===== config.mk =====
export PLATFORM = sky130hd
export DESIGN_NAME = sig_res_eval
export DESIGN_NICKNAME = d
export VERILOG_FILES = /design/src/rtl/sre_pkg.sv /design/src/rtl/sre_seq.sv /design/src/rtl/sre_eval.sv /design/src/rtl/sig_res_eval.sv
export SDC_FILE = /design/constraint.sdc
export NUM_CORES = 1
export LEC_CHECK = 0
export ABC_AREA = 1
export BUFFER_PORTS_ARGS = -buffer_cell sky130_fd_sc_hd__buf_2
export CAP_MARGIN = 25
export CORE_MARGIN = 1
export CORE_UTILIZATION = 55
export CTS_CLUSTER_SIZE = 14
export DETAILED_ROUTE_END_ITERATION = 12
export HOLD_SLACK_MARGIN = 0.08
export PLACE_DENSITY = 0.76
export SKIP_LAST_GASP = 1
export SLEW_MARGIN = 20
export SYNTH_ARGS = -nofsm -noshare
export SYNTH_HDL_FRONTEND = slang
export SYNTH_SLANG_ARGS = --single-unit

===== constraint.sdc =====
create_clock -name clk -period 6 [get_ports clk]
set_clock_uncertainty 0.2 [all_clocks]
set_input_delay 1.2 -clock clk [delete_from_list [all_inputs] [get_ports clk]]
set_output_delay 1.2 -clock clk [all_outputs]
set_load 0.02 [all_outputs]

===== src/rtl/sre_pkg.sv =====
// Package: shared state and result encodings for the signature evaluator.
// Assumes: result encoding is fixed by the port contract (00/01/10/11).
package sre_pkg;
    typedef enum logic [3:0] {
        ST_IDLE, ST_FORCE1, ST_SET1, ST_SAMP1,
        ST_FORCE2, ST_SET2, ST_SAMP2, ST_EVAL, ST_DONE
    } sre_state_t;

    typedef enum logic [1:0] {
        RES_VALID = 2'b00,
        RES_LOW   = 2'b01,
        RES_HIGH  = 2'b10,
        RES_OOR   = 2'b11
    } sre_res_t;
endpackage


===== src/rtl/sre_seq.sv =====
// Module: sre_seq - measurement sequencer.
// Steps: force I1, settle, sample V1, force I2, settle, sample V2, evaluate, done.
// Assumes: SETTLE_CYC >= 1; start is looked at only in the idle state.
module sre_seq
    import sre_pkg::*;
#(
    parameter int SETTLE_CYC = 4
) (
    input  logic clk,
    input  logic rst_n,
    input  logic start,
    output logic src_en,
    output logic src_step,
    output logic cap1,
    output logic cap2,
    output logic eval_en,
    output logic done
);
    localparam int CW = $clog2(SETTLE_CYC + 1);
    localparam logic [CW-1:0] CNT_LAST = CW'(SETTLE_CYC - 1);

    sre_state_t st_q, st_d;
    logic [CW-1:0] cnt_q;
    logic settled;

    assign settled = (cnt_q == CNT_LAST);

    // Next-state selection for the measurement sequence
    always_comb begin
        st_d = st_q;
        unique case (st_q)
            ST_IDLE:   if (start) st_d = ST_FORCE1;
            ST_FORCE1: st_d = ST_SET1;
            ST_SET1:   if (settled) st_d = ST_SAMP1;
            ST_SAMP1:  st_d = ST_FORCE2;
            ST_FORCE2: st_d = ST_SET2;
            ST_SET2:   if (settled) st_d = ST_SAMP2;
            ST_SAMP2:  st_d = ST_EVAL;
            ST_EVAL:   st_d = ST_DONE;
            ST_DONE:   st_d = ST_IDLE;
            default:   st_d = ST_IDLE;
        endcase
    end

    // State register
    always_ff @(posedge clk) begin
        if (!rst_n) st_q <= ST_IDLE;
        else        st_q <= st_d;
    end

    // Settle counter: runs in settle states, cleared elsewhere
    always_ff @(posedge clk) begin
        if (!rst_n)
            cnt_q <= '0;
        else if ((st_q == ST_SET1 || st_q == ST_SET2) && !settled)
            cnt_q <= cnt_q + 1'b1;
        else
            cnt_q <= '0;
    end

    assign src_en   = (st_q inside {ST_FORCE1, ST_SET1, ST_SAMP1,
                                    ST_FORCE2, ST_SET2, ST_SAMP2});
    assign src_step = (st_q inside {ST_FORCE2, ST_SET2, ST_SAMP2});
    assign cap1     = (st_q == ST_SAMP1);
    assign cap2     = (st_q == ST_SAMP2);
    assign eval_en  = (st_q == ST_EVAL);
    assign done     = (st_q == ST_DONE);
endmodule


===== src/rtl/sre_eval.sv =====
// Module: sre_eval - combinational slope classifier without division.
// Compares (V2-V1) << FRAC against R_LO_Q*dI and R_HI_Q*dI.
// Assumes: I2_CODE > I1_CODE, VW + FRAC < 30, thresholds fit in 32 bits.
module sre_eval
    import sre_pkg::*;
#(
    parameter int VW      = 14,
    parameter int VLIM    = 10000,
    parameter int I1_CODE = 170,
    parameter int I2_CODE = 270,
    parameter int FRAC    = 1,
    parameter int R_LO_Q  = 34,
    parameter int R_HI_Q  = 59
) (
    input  logic [VW-1:0] v1,
    input  logic [VW-1:0] v2,
    output sre_res_t      code
);
    localparam int DI = I2_CODE - I1_CODE;
    localparam logic signed [31:0] LO_LIM = 32'(R_LO_Q * DI);
    localparam logic signed [31:0] HI_LIM = 32'(R_HI_Q * DI);
    localparam logic [VW-1:0] VLIM_C = VW'(VLIM);

    logic signed [VW:0]  dv;
    logic signed [31:0]  dv_s;

    // Slope numerator with offsets cancelled, scaled to the threshold grid
    always_comb begin
        dv   = $signed({1'b0, v2}) - $signed({1'b0, v1});
        dv_s = $signed({{(31 - VW){dv[VW]}}, dv}) <<< FRAC;
    end

    // Window decision; an out-of-range voltage has priority
    always_comb begin
        if (v1 >= VLIM_C || v2 >= VLIM_C) code = RES_OOR;
        else if (dv_s < LO_LIM)           code = RES_LOW;
        else if (dv_s > HI_LIM)           code = RES_HIGH;
        else                              code = RES_VALID;
    end
endmodule


===== src/rtl/sig_res_eval.sv =====
// Module: sig_res_eval - top of the two-point signature resistance evaluator.
// Captures one ADC sample per current step, classifies the slope and holds the code.
// Assumes: adc_code is settled to the active step by the end of each sample cycle.
module sig_res_eval
    import sre_pkg::*;
#(
    parameter int VW         = 14,
    parameter int VLIM       = 10000,
    parameter int I1_CODE    = 170,
    parameter int I2_CODE    = 270,
    parameter int FRAC       = 1,
    parameter int R_LO_Q     = 34,
    parameter int R_HI_Q     = 59,
    parameter int SETTLE_CYC = 4
) (
    input  logic          clk,
    input  logic          rst_n,
    input  logic          start,
    input  logic [VW-1:0] adc_code,
    output logic          src_en,
    output logic          src_step,
    output logic          done,
    output logic [1:0]    result
);
    logic cap1, cap2, eval_en;
    logic [VW-1:0] v1_q, v2_q;
    sre_res_t code_c, res_q;

    sre_seq #(.SETTLE_CYC(SETTLE_CYC)) u_seq (
        .clk(clk), .rst_n(rst_n), .start(start),
        .src_en(src_en), .src_step(src_step),
        .cap1(cap1), .cap2(cap2), .eval_en(eval_en), .done(done)
    );

    sre_eval #(
        .VW(VW), .VLIM(VLIM), .I1_CODE(I1_CODE), .I2_CODE(I2_CODE),
        .FRAC(FRAC), .R_LO_Q(R_LO_Q), .R_HI_Q(R_HI_Q)
    ) u_eval (
        .v1(v1_q), .v2(v2_q), .code(code_c)
    );

    // Sample capture for both current steps
    always_ff @(posedge clk) begin
        if (!rst_n) begin
            v1_q <= '0;
            v2_q <= '0;
        end else begin
            if (cap1) v1_q <= adc_code;
            if (cap2) v2_q <= adc_code;
        end
    end

    // Result register: loaded at evaluation, held until the next one
    always_ff @(posedge clk) begin
        if (!rst_n)       res_q <= RES_VALID;
        else if (eval_en) res_q <= code_c;
    end

    assign result = res_q;
endmodule


==> results of run 1 <==
## power groups by stage
stage                     clock [mW]  sequential, mW  combinational (mW)
after floorplan                    0           0.272               0.285
after global placement             0           0.273               0.342
after detailed placement           0           0.274               0.347
after CTS                      0.228           0.269               0.349
after global routing           0.236           0.271               0.400
final                          0.225           0.269               0.349
## area by class of cell
cell class	instances	area, sq um	share of cell area
clock buffer	6	82.6	0.0314
clock inverter	2	37.5	0.0143
sequential	37	741	0.282
tap	50	62.6	0.0238
multi-input combinational	267	1370	0.522
timing repair buffer	21	105	0.0400
inverter	61	229	0.0871
## synthesized netlist by cell type (2+ instances only)
cell type   n  area, sq um
clkbuf_1    6         22.5
nor2_2      2         12.5
inv_1      59          221
dfxtp_1    37          741
nand3_1    20          100
nand3b_1    2         15.0
nand4_1     8         50.1
a21oi_1    26          130
nor2_1     50          188
nand2_2     2         12.5
a21oi_2     5         43.8
o21ai_0    32          160
nor3_1      6         30.0
ha_1       16          200
a31oi_1     2         12.5
xnor2_1     3         26.3
nand2_1    85          319
## worst max-delay path, delay by kind of cell, from the launching register on
family / cells / cell delay (ns)
flops: 1 / 0.35
simple gates: 2 / 0.31
compound gates: 1 / 0.07
buf+inv: 4 / 0.38
## layer usage
layer / vias to the layer above / global-route usage
li1: 1235 / -
met5: - / 0
met1: 1014 / 0.321
met4: 0 / 0.0984
met3: 8 / 0.0473
met2: 44 / 0.418
## cell families after synthesis
| family | synth area share |
|---|---|
| flip-flops | 0.313 |
| buffers and inverters | 0.108 |
| XOR/XNOR | 0.0148 |
| AO/OA/AOI/OAI | 0.152 |
| adder cells (fa/ha/maj) | 0.0930 |
| AND/OR/NAND/NOR | 0.320 |
## worst min path at each step
stage                                end  slack, ns
after global routing      u_seq.cnt_q[0]       0.23
after floorplan           u_seq.cnt_q[0]       0.20
after global placement    u_seq.cnt_q[0]       0.21
after detailed placement  u_seq.cnt_q[0]       0.21
final                     u_seq.cnt_q[0]       0.22
after CTS                 u_seq.cnt_q[0]       0.22
## through the flow
stage          setup WS (ns)  utilization  instances  power, mW  cell area [sq um]
2_1_floorplan           3.38            -        372      0.558               2370
3_3_place_gp            3.62        0.618        436      0.615               2510
3_5_place_dp            3.54        0.618        436      0.621               2510
4_1_cts                 3.20        0.648        444      0.846               2630
5_1_grt                 3.13        0.648        444      0.906               2630
6_report                3.19        0.648        444      0.843               2630
## flip-flops by register name, indices dropped and copies added, names as in the netlist
signal,count
v1_q,14
v2_q,14
u_seq.st_q,4
result,2
u_seq.cnt_q,3
==> flow_summary.json, run 1 <==
{
  "period_share": 0.469,
  "layout-drive-gt1-share": 0.102,
  "synth-edff-count": 0,
  "critPathLaunch": "u_seq.st_q[2]",
  "cts_num_sinks": 37,
  "timing.rr.end": "result[1]",
  "power.share.sequential": 0.319,
  "num_antenna_cells": 0,
  "wl_um": 5100,
  "ys_seq_elements": 37,
  "leakagePower_nw": 1.32,
  "dieArea_sq_um": 4570,
  "cp_slowest_cell": "dfxtp_1",
  "drv_slew": 0,
  "syn_area_sq_um": 2370,
  "grt_pass1_wl_um": 8600,
  "dr_wl_met2_um": 2280,
  "grt_pass1_vias": 2071,
  "dp_hpwl_um": 3970,
  "cp.required_ns": 4.60,
  "clk_latency_ns": 0.29,
  "crit_top_cell": "inv_1",
  "yosys_warnings": 0,
  "vias": 2301,
  "end_kind": "output port",
  "crit_path_end": "src_en",
  "critPathMaxStageDelay_ns": 0.35,
  "fmax_mhz": 356,
  "grt_overflow": 0,
  "die_h_um": 67.6,
  "final_cell_mix": "85 x nand2_1, 59 x inv_1, 50 x nor2_1",
  "hold_class": "flop to flop",
  "relSlewSlack": 0.554,
  "grt_use_total": 0.253,
  "antenna_found_initial": 0,
  "setup_viol": 0,
  "async_reset_ff_frac": 0,
  "reg2reg_slack_ns": 3.69,
  "cts_resized": 0,
  "cts_made_buffers": 5,
  "cts_setup_buffers": 0,
  "pwr-share-clk": 0.267,
  "htree_levels": 2,
  "cts_tree": "done",
  "ios": 22,
  "cp_data_arrival_time_ns": 1.41,
  "cts_hold_buf": 0,
  "maxCapViolations": 0,
  "tightest_slew_ns": 0.665,
  "timing.final.hold_violations": 0,
  "place_congestion": 0.902,
  "synth_ff_type": "dfxtp_1",
  "initial_core_util": 0.583,
  "synthCells": 372,
  "peakVddDrop_mv": 0.183,
  "syn_avg_cell_area_sq_um": 6.36,
  "power.density_nw_per_um2": 321,
  "cp_cell_sequence": "inv_1, nor2_1, inv_1, nor2_1, inv_1, o21ai_0, buf_2",
  "cts.path.max_buffers": 2,
  "p_int_uw": 525,
  "final_common_cell": "nand2_1",
  "wl_met1_um": 2580,
  "portBuffers": 21,
  "first_pass_iters": 4,
  "r2r-start": "v2_q[0]",
  "drt_iter0_markers": 123,
  "p_sw_frac": 0.378,
  "final_nets": 427,
  "syn_nets": 406,
  "antenna_left": 0,
  "clkTransAtPathRegs_ns": 0.07,
  "outcome": "finished, final reports clean",
  "hold_start": "u_seq.cnt_q[0]",
  "combPwrFrac": 0.414,
  "syn2layout_area_growth_pct": 11.0,
  "drcViolationCount": 0,
  "top_layer_used": "met4",
  "setup-tns-final_ns": 0,
  "root_buffer": "clkbuf_8",
  "grt_max_degree": 33,
  "worstSetupPathType": "flop to output port",
  "die_w_um": 67.6,
  "fin_hold_ws_ns": 0.221,
  "whs_path_depth": 1,
  "r2r_cells": 14,
  "via_per_inst": 5.18,
  "timing.final.crit_period_ns": 2.81,
  "wl_met3_um": 164,
  "fillers": 378,
  "synth_cell_type_count": 28,
  "crit_fanout": 3,
  "core_area_sq_um": 4060,
  "grt_setup_unrepaired": "no",
  "row_count": 23,
  "p_switching_uw": 319,
  "wl_per_cell_um": 11.5,
  "seq_area_frac_synth": 0.313,
  "crit_path_start_kind": "flop"
}
No activity file was read; power rests on OpenSTA's default activity.
==> inputs of run 2 (changes only) <==
Settings changed: CORE_UTILIZATION 55 to 53.
Clock period 6 ns to 2.4 ns, I/O delays scaled along.
==> run 2 against run 1 <==
Effect of this change:
- clock power up 92%
- combinational power rose to 2.6 times the previous value
- sequential share of layout area down 0.080 points
- worst setup slack worse by 3.0 ns
- flip-flop and latch count unchanged
- register-to-register slack worse by 3.5 ns
- cell count up 0.45%
- routed wire length up 1.7%
- total power up 140%
- global-route usage down 0.18 points
- highest routed layer unchanged
==> flow_summary.json, run 2 (synthesis results as in run 1) <==
{
  "die_w_um": 68.8,
  "layout-drive-gt1-share": 0.114,
  "cts_setup_buffers": 0,
  "area.sequential_sq_um": 741,
  "cts_made_buffers": 5,
  "via_per_inst": 5.20,
  "cts_num_sinks": 37,
  "total_power_mw": 2.00,
  "p_int_mw": 1.22,
  "grt_use_total": 0.251,
  "crit_fanout": 4,
  "htree_levels": 2,
  "initial_core_util": 0.571,
  "cts.path.max_buffers": 2,
  "vias": 2321,
  "drcViolationCount": 0,
  "reg.largest.list": "v1_q x14, v2_q x14, u_seq.st_q x4",
  "dp_hpwl_um": 4100,
  "fillers": 405,
  "worstSetupPathType": "flop to flop",
  "cts_hold_buf": 0,
  "grtUsageMet3": 0.0444,
  "period_share": 0.905,
  "place_area_sq_um": 2530,
  "power.share.sequential": 0.335,
  "grt_pass1_vias": 2009,
  "final_common_cell": "nand2_1",
  "antenna_found_initial": 0,
  "p_sw_frac": 0.394,
  "row_count": 23,
  "crit_path_start_kind": "flop",
  "p_switching_uw": 789,
  "root_buffer": "clkbuf_8",
  "cp.required_ns": 2.37,
  "timing.final.crit_period_ns": 2.17,
  "relSlewSlack": 0.703,
  "clk_latency_ns": 0.28,
  "end_kind": "flop",
  "peakVddDrop_mv": 0.411,
  "pwr-share-clk": 0.215,
  "worst_slack_ns": 0.227,
  "grt_overflow": 0,
  "first_pass_iters": 4,
  "final_cell_mix": "85 x nand2_1, 59 x inv_1, 50 x nor2_1",
  "ios": 22,
  "grt_pass1_wl_um": 8730,
  "grtUsageMet2": 0.393,
  "fmax_mhz": 460,
  "portBuffers": 21,
  "dpl_worst_slack_ns": 0.182,
  "maxCapViolations": 0,
  "grt_max_degree": 33,
  "drv_slew": 0,
  "place_inst": 439,
  "grt_use_met1": 0.346,
  "wl_per_cell_um": 11.6,
  "place_congestion": 0.883,
  "whs_path_depth": 1,
  "cts_tree": "done",
  "setup_viol": 0,
  "final_cell_area_sq_um": 2640,
  "antenna_left": 0,
  "leakagePower_nw": 1.33,
  "combPwrFrac": 0.449,
  "busiest_layer": "met2",
  "die_h_um": 68.8,
  "hold_class": "flop to flop",
  "num_antenna_cells": 0,
  "core_area_sq_um": 4140,
  "outcome": "finished, final reports clean",
  "syn2layout_area_growth_pct": 11.4,
  "timing.final.hold_violations": 0,
  "clkTransAtPathRegs_ns": 0.07,
  "dieArea_sq_um": 4740,
  "grt_setup_unrepaired": "yes",
  "drt_iter0_markers": 135,
  "final_nets": 430,
  "wl_um": 5180,
  "utilization": 0.636,
  "multi_input_area_sq_um": 1390,
  "r2r_cells": 13,
  "layoutNonFillerInstCount": 446,
  "tightest_slew_ns": 0.446,
  "cp_data_arrival_time_ns": 2.15,
  "power.density_nw_per_um2": 760
}
## run 2: worst paths after layout
kind	to	slack, ns	from
max	result[1]	0.23	v1_q[0]
min	u_seq.cnt_q[0]	0.22	u_seq.cnt_q[0]
max reg2reg	result[1]	0.23	v1_q[0]
min reg2reg	u_seq.cnt_q[0]	0.22	u_seq.cnt_q[0]
## run 2: cell type report
| cell class | count | share of cell area |
|---|---|---|
| multi-input cells | 267 | 0.527 |
| well taps | 50 | 0.0237 |
| flip-flops and latches | 37 | 0.281 |
| clock buffers | 7 | 0.0327 |
| inverters | 61 | 0.0869 |
| repair buffers | 24 | 0.0484 |
## run 2: worst max-delay path, stage by stage, from the launching register on
cell and delay, ns:
dfxtp_1 0.36, ha_1 0.15, inv_1 0.08, fa_2 0.35
nand3_1 0.10, nand2_1 0.11, nand3_1 0.14, nand4_1 0.10
nand2_1 0.08, nand3_1 0.10, nor2_1 0.10, nand2_1 0.05
nand2_1 0.07, a21oi_2 0.05
## run 2: power groups by stage
stage | Clock [mW] | Sequential [mW] | Combinational, mW
after floorplan | 0 | 0.681 | 0.713
after global placement | 0 | 0.684 | 0.863
after detailed placement | 0 | 0.685 | 0.873
after CTS | 0.442 | 0.671 | 0.875
after global routing | 0.470 | 0.676 | 1.04
final | 0.432 | 0.672 | 0.900
## run 2: routing by layer
layer	part of all wire	vias to the layer above
li1	-	1230
met1	0.53	1042
met2	0.42	42
met3	0.036	7
met4	0.013	0
met5	0	-
## run 2: repair_timing
action                                  4_1_cts  5_1_grt
endpoints found under the hold margin         0        0
gates resized for setup                       0        4
endpoints found under the setup margin        0        2
## run 2: stage by stage
| stage | hold slack (ns) | TNS, ns |
|---|---|---|
| 5_1_grt | 0.229 | -0.00389 |
| 6_report | 0.219 | 0 |
| 2_1_floorplan | 0.199 | 0 |
| 3_5_place_dp | 0.213 | 0 |
| 3_3_place_gp | 0.211 | 0 |
| 4_1_cts | 0.223 | 0 |
==> inputs of run 3 (changes only) <==
Settings changed: CORE_UTILIZATION 53 to 55, PLACE_DENSITY 0.76 to 0.78, SYNTH_HIERARCHICAL set to 1.
==> run 3 against run 2 <==
Effect of this change:
- clock power about the same
- sequential share of layout area decreased by 4.4 points
- combinational power increased by 110%
- sequential power increased by 9.8%
- cell count increased by 23%
- critical path type unchanged
==> flow_summary.json, run 3 <==
{
  "ios": 22,
  "leakagePower_nw": 1.62,
  "end_kind": "flop",
  "critPathMaxStageDelay_ns": 0.42,
  "dpl_worst_slack_ns": 0.0911,
  "drcViolationCount": 0,
  "setup_viol": 0,
  "grt_pass1_vias": 2338,
  "die_w_um": 73.2,
  "num_antenna_cells": 0,
  "core_area_sq_um": 4820,
  "clkTransAtPathRegs_ns": 0.07,
  "crit_family": "simple AND/OR/NAND/NOR gates",
  "worstSetupPathType": "flop to flop",
  "crit_top_cell": "nand2_1",
  "syn2layout_area_growth_pct": 12.2,
  "area.sequential_sq_um": 743,
  "syn_avg_cell_area_sq_um": 6.11,
  "portBuffers": 21,
  "drt_iter0_markers": 76,
  "cp_slowest_cell": "fa_2",
  "r2r_cells": 19,
  "layoutNonFillerInstCount": 548,
  "place_congestion": 0.913,
  "via_per_inst": 4.84,
  "cts.path.max_buffers": 2,
  "first_pass_iters": 4,
  "grt_pass1_wl_um": 9490,
  "vias": 2655,
  "period_share": 0.966,
  "cp_data_arrival_time_ns": 2.34,
  "synthTopCellsByArea": "dfxtp_1 27%, nand2_1 20%, inv_1 10%",
  "cp_num_cells": 19,
  "place_inst": 538,
  "outcome": "finished, final reports clean",
  "grt_overflow": 0,
  "antenna_left": 0,
  "place_area_sq_um": 2900,
  "final_cell_mix": "145 x nand2_1, 74 x inv_1, 57 x nor2_1",
  "dieArea_sq_um": 5360,
  "utilization": 0.650,
  "cts_hold_buf": 0,
  "initial_core_util": 0.579,
  "whs_path_depth": 1,
  "yosys_warnings": 6,
  "synth_top_area_cell": "dfxtp_1",
  "ys_seq_elements": 37,
  "cts_made_buffers": 5,
  "crit_buf_inv": 3,
  "row_count": 25,
  "async_reset_ff_frac": 0,
  "relSlewSlack": 0.753,
  "timing.final.hold_violations": 0,
  "synth.top_cell.area_share": 0.265,
  "wl_um": 5750,
  "clk_latency_ns": 0.27,
  "ys_top_cells_by_count": "152 x nand2_1, 77 x inv_1, 60 x nor2_1, 37 x dfxtp_1, 31 x nor2_2",
  "cts_tree": "done",
  "tightest_slew_ns": 0.366,
  "power.density_nw_per_um2": 987,
  "final_nets": 515,
  "cts_num_sinks": 37,
  "fillers": 450,
  "synth_cell_type_count": 30,
  "crit_fanout": 3,
  "synth_ff_type": "dfxtp_1",
  "peakVddDrop_mv": 0.534,
  "hold_class": "flop to flop",
  "timing.final.crit_period_ns": 2.32,
  "total_power_mw": 3.09,
  "crit_path_start_kind": "flop",
  "grt_setup_unrepaired": "yes",
  "cp.required_ns": 2.42,
  "fmax_mhz": 431,
  "htree_levels": 2,
  "grt_max_degree": 29,
  "final_common_cell": "nand2_1",
  "seq_area_frac_synth": 0.265,
  "drv_slew": 0,
  "maxCapViolations": 0,
  "reg.largest.list": "v1_q x14, v2_q x14, u_seq/st_q x4",
  "synthCells": 457,
  "antenna_found_initial": 0,
  "layout-drive-gt1-share": 0.231,
  "grt_use_total": 0.226,
  "synth.most_common_cell": "nand2_1",
  "cp_cell_sequence": "inv_2, ha_4, inv_2, fa_2, nand2_1, nand2_2, nand3_2, nand3_1, nand2_1, nand2_1, nor2_1, nand2_1, nand3_1, nand2_1, nand2_1, inv_1, nand2_1, nand2_1, nor2_1",
  "wl_per_cell_um": 10.5,
  "worst_slack_ns": 0.0822,
  "synth-edff-count": 0,
  "dp_hpwl_um": 4270,
  "die_h_um": 73.2,
  "multi_input_area_sq_um": 1770,
  "syn_area_sq_um": 2790,
  "root_buffer": "clkbuf_8",
  "final_cell_area_sq_um": 3130,
  "syn_nets": 491
}
-- run 3: cell types whose count changed after synthesis, moves of 3 or more --
cell | previous run | this run
a21oi_1 | 26 | 10
nor3_1 | 6 | 3
nand2_1 | 85 | 152
nand3_1 | 20 | 24
nand2_2 | 2 | 7
inv_1 | 59 | 77
nor2_2 | 2 | 31
nand3_2 | 1 | 4
nor2_1 | 50 | 60
o21ai_0 | 32 | 2
clkbuf_1 | 6 | 0
buf_6 | 0 | 5
-- run 3: metrics by stage --
stage	setup TNS (ns)	hold slack [ns]
final	0	0.241
after global routing	-0.157	0.258
after CTS	0	0.250
after floorplan	0	0.197
after global placement	0	0.210
after detailed placement	0	0.240
-- run 3: layout make-up --
class | count | share of cell area
sequential | 37 | 0.237
multi-input combinational | 331 | 0.566
clock buffer | 7 | 0.0276
inverter | 79 | 0.0947
timing repair buffer | 27 | 0.0480
tap | 67 | 0.0268
-- run 3: logic make-up (layout without fill, tap and decap cells) --
family                   count (synthesis)  count (layout)  share of synthesized area
XOR/XNOR                                 1               1                    0.00314
adder cells (fa/ha/maj)                 17              17                     0.0789
flip-flops                              37              37                      0.265
AND/OR/NAND/NOR                        296             296                      0.470
AO/OA/AOI/OAI                           17              17                     0.0368
buffers and inverters                   89             113                      0.145
-- run 3: worst paths after layout --
check / slack (ns) / start / to
setup reg to reg: 0.08 / v2_q[0] / result[1]
hold reg to reg: 0.24 / u_seq/cnt_q[0] / u_seq/cnt_q[0]
setup / recovery: 0.08 / v2_q[0] / result[1]
hold / removal: 0.24 / u_seq/cnt_q[0] / u_seq/cnt_q[0]
-- run 3: repair_timing --
item | 4_1_cts | 5_1_grt
setup buffers | 0 | 3
setup endpoints to repair | 0 | 2
gates resized for setup | 0 | 33
-- run 3: where the power goes --
part           internal (mW)  switching (mW)  total [mW]
Clock                  0.228           0.201       0.429
Combinational          0.759            1.16        1.92
Sequential             0.682          0.0560       0.738
-- run 3: per-layer routing --
metal,part of all wire,global-route usage,vias up
li1,-,-,1429
met2,0.46,0.380,65
met3,0.041,0.0345,4
met1,0.49,0.292,1157
met4,0.0054,0.0784,0
met5,0,0,-
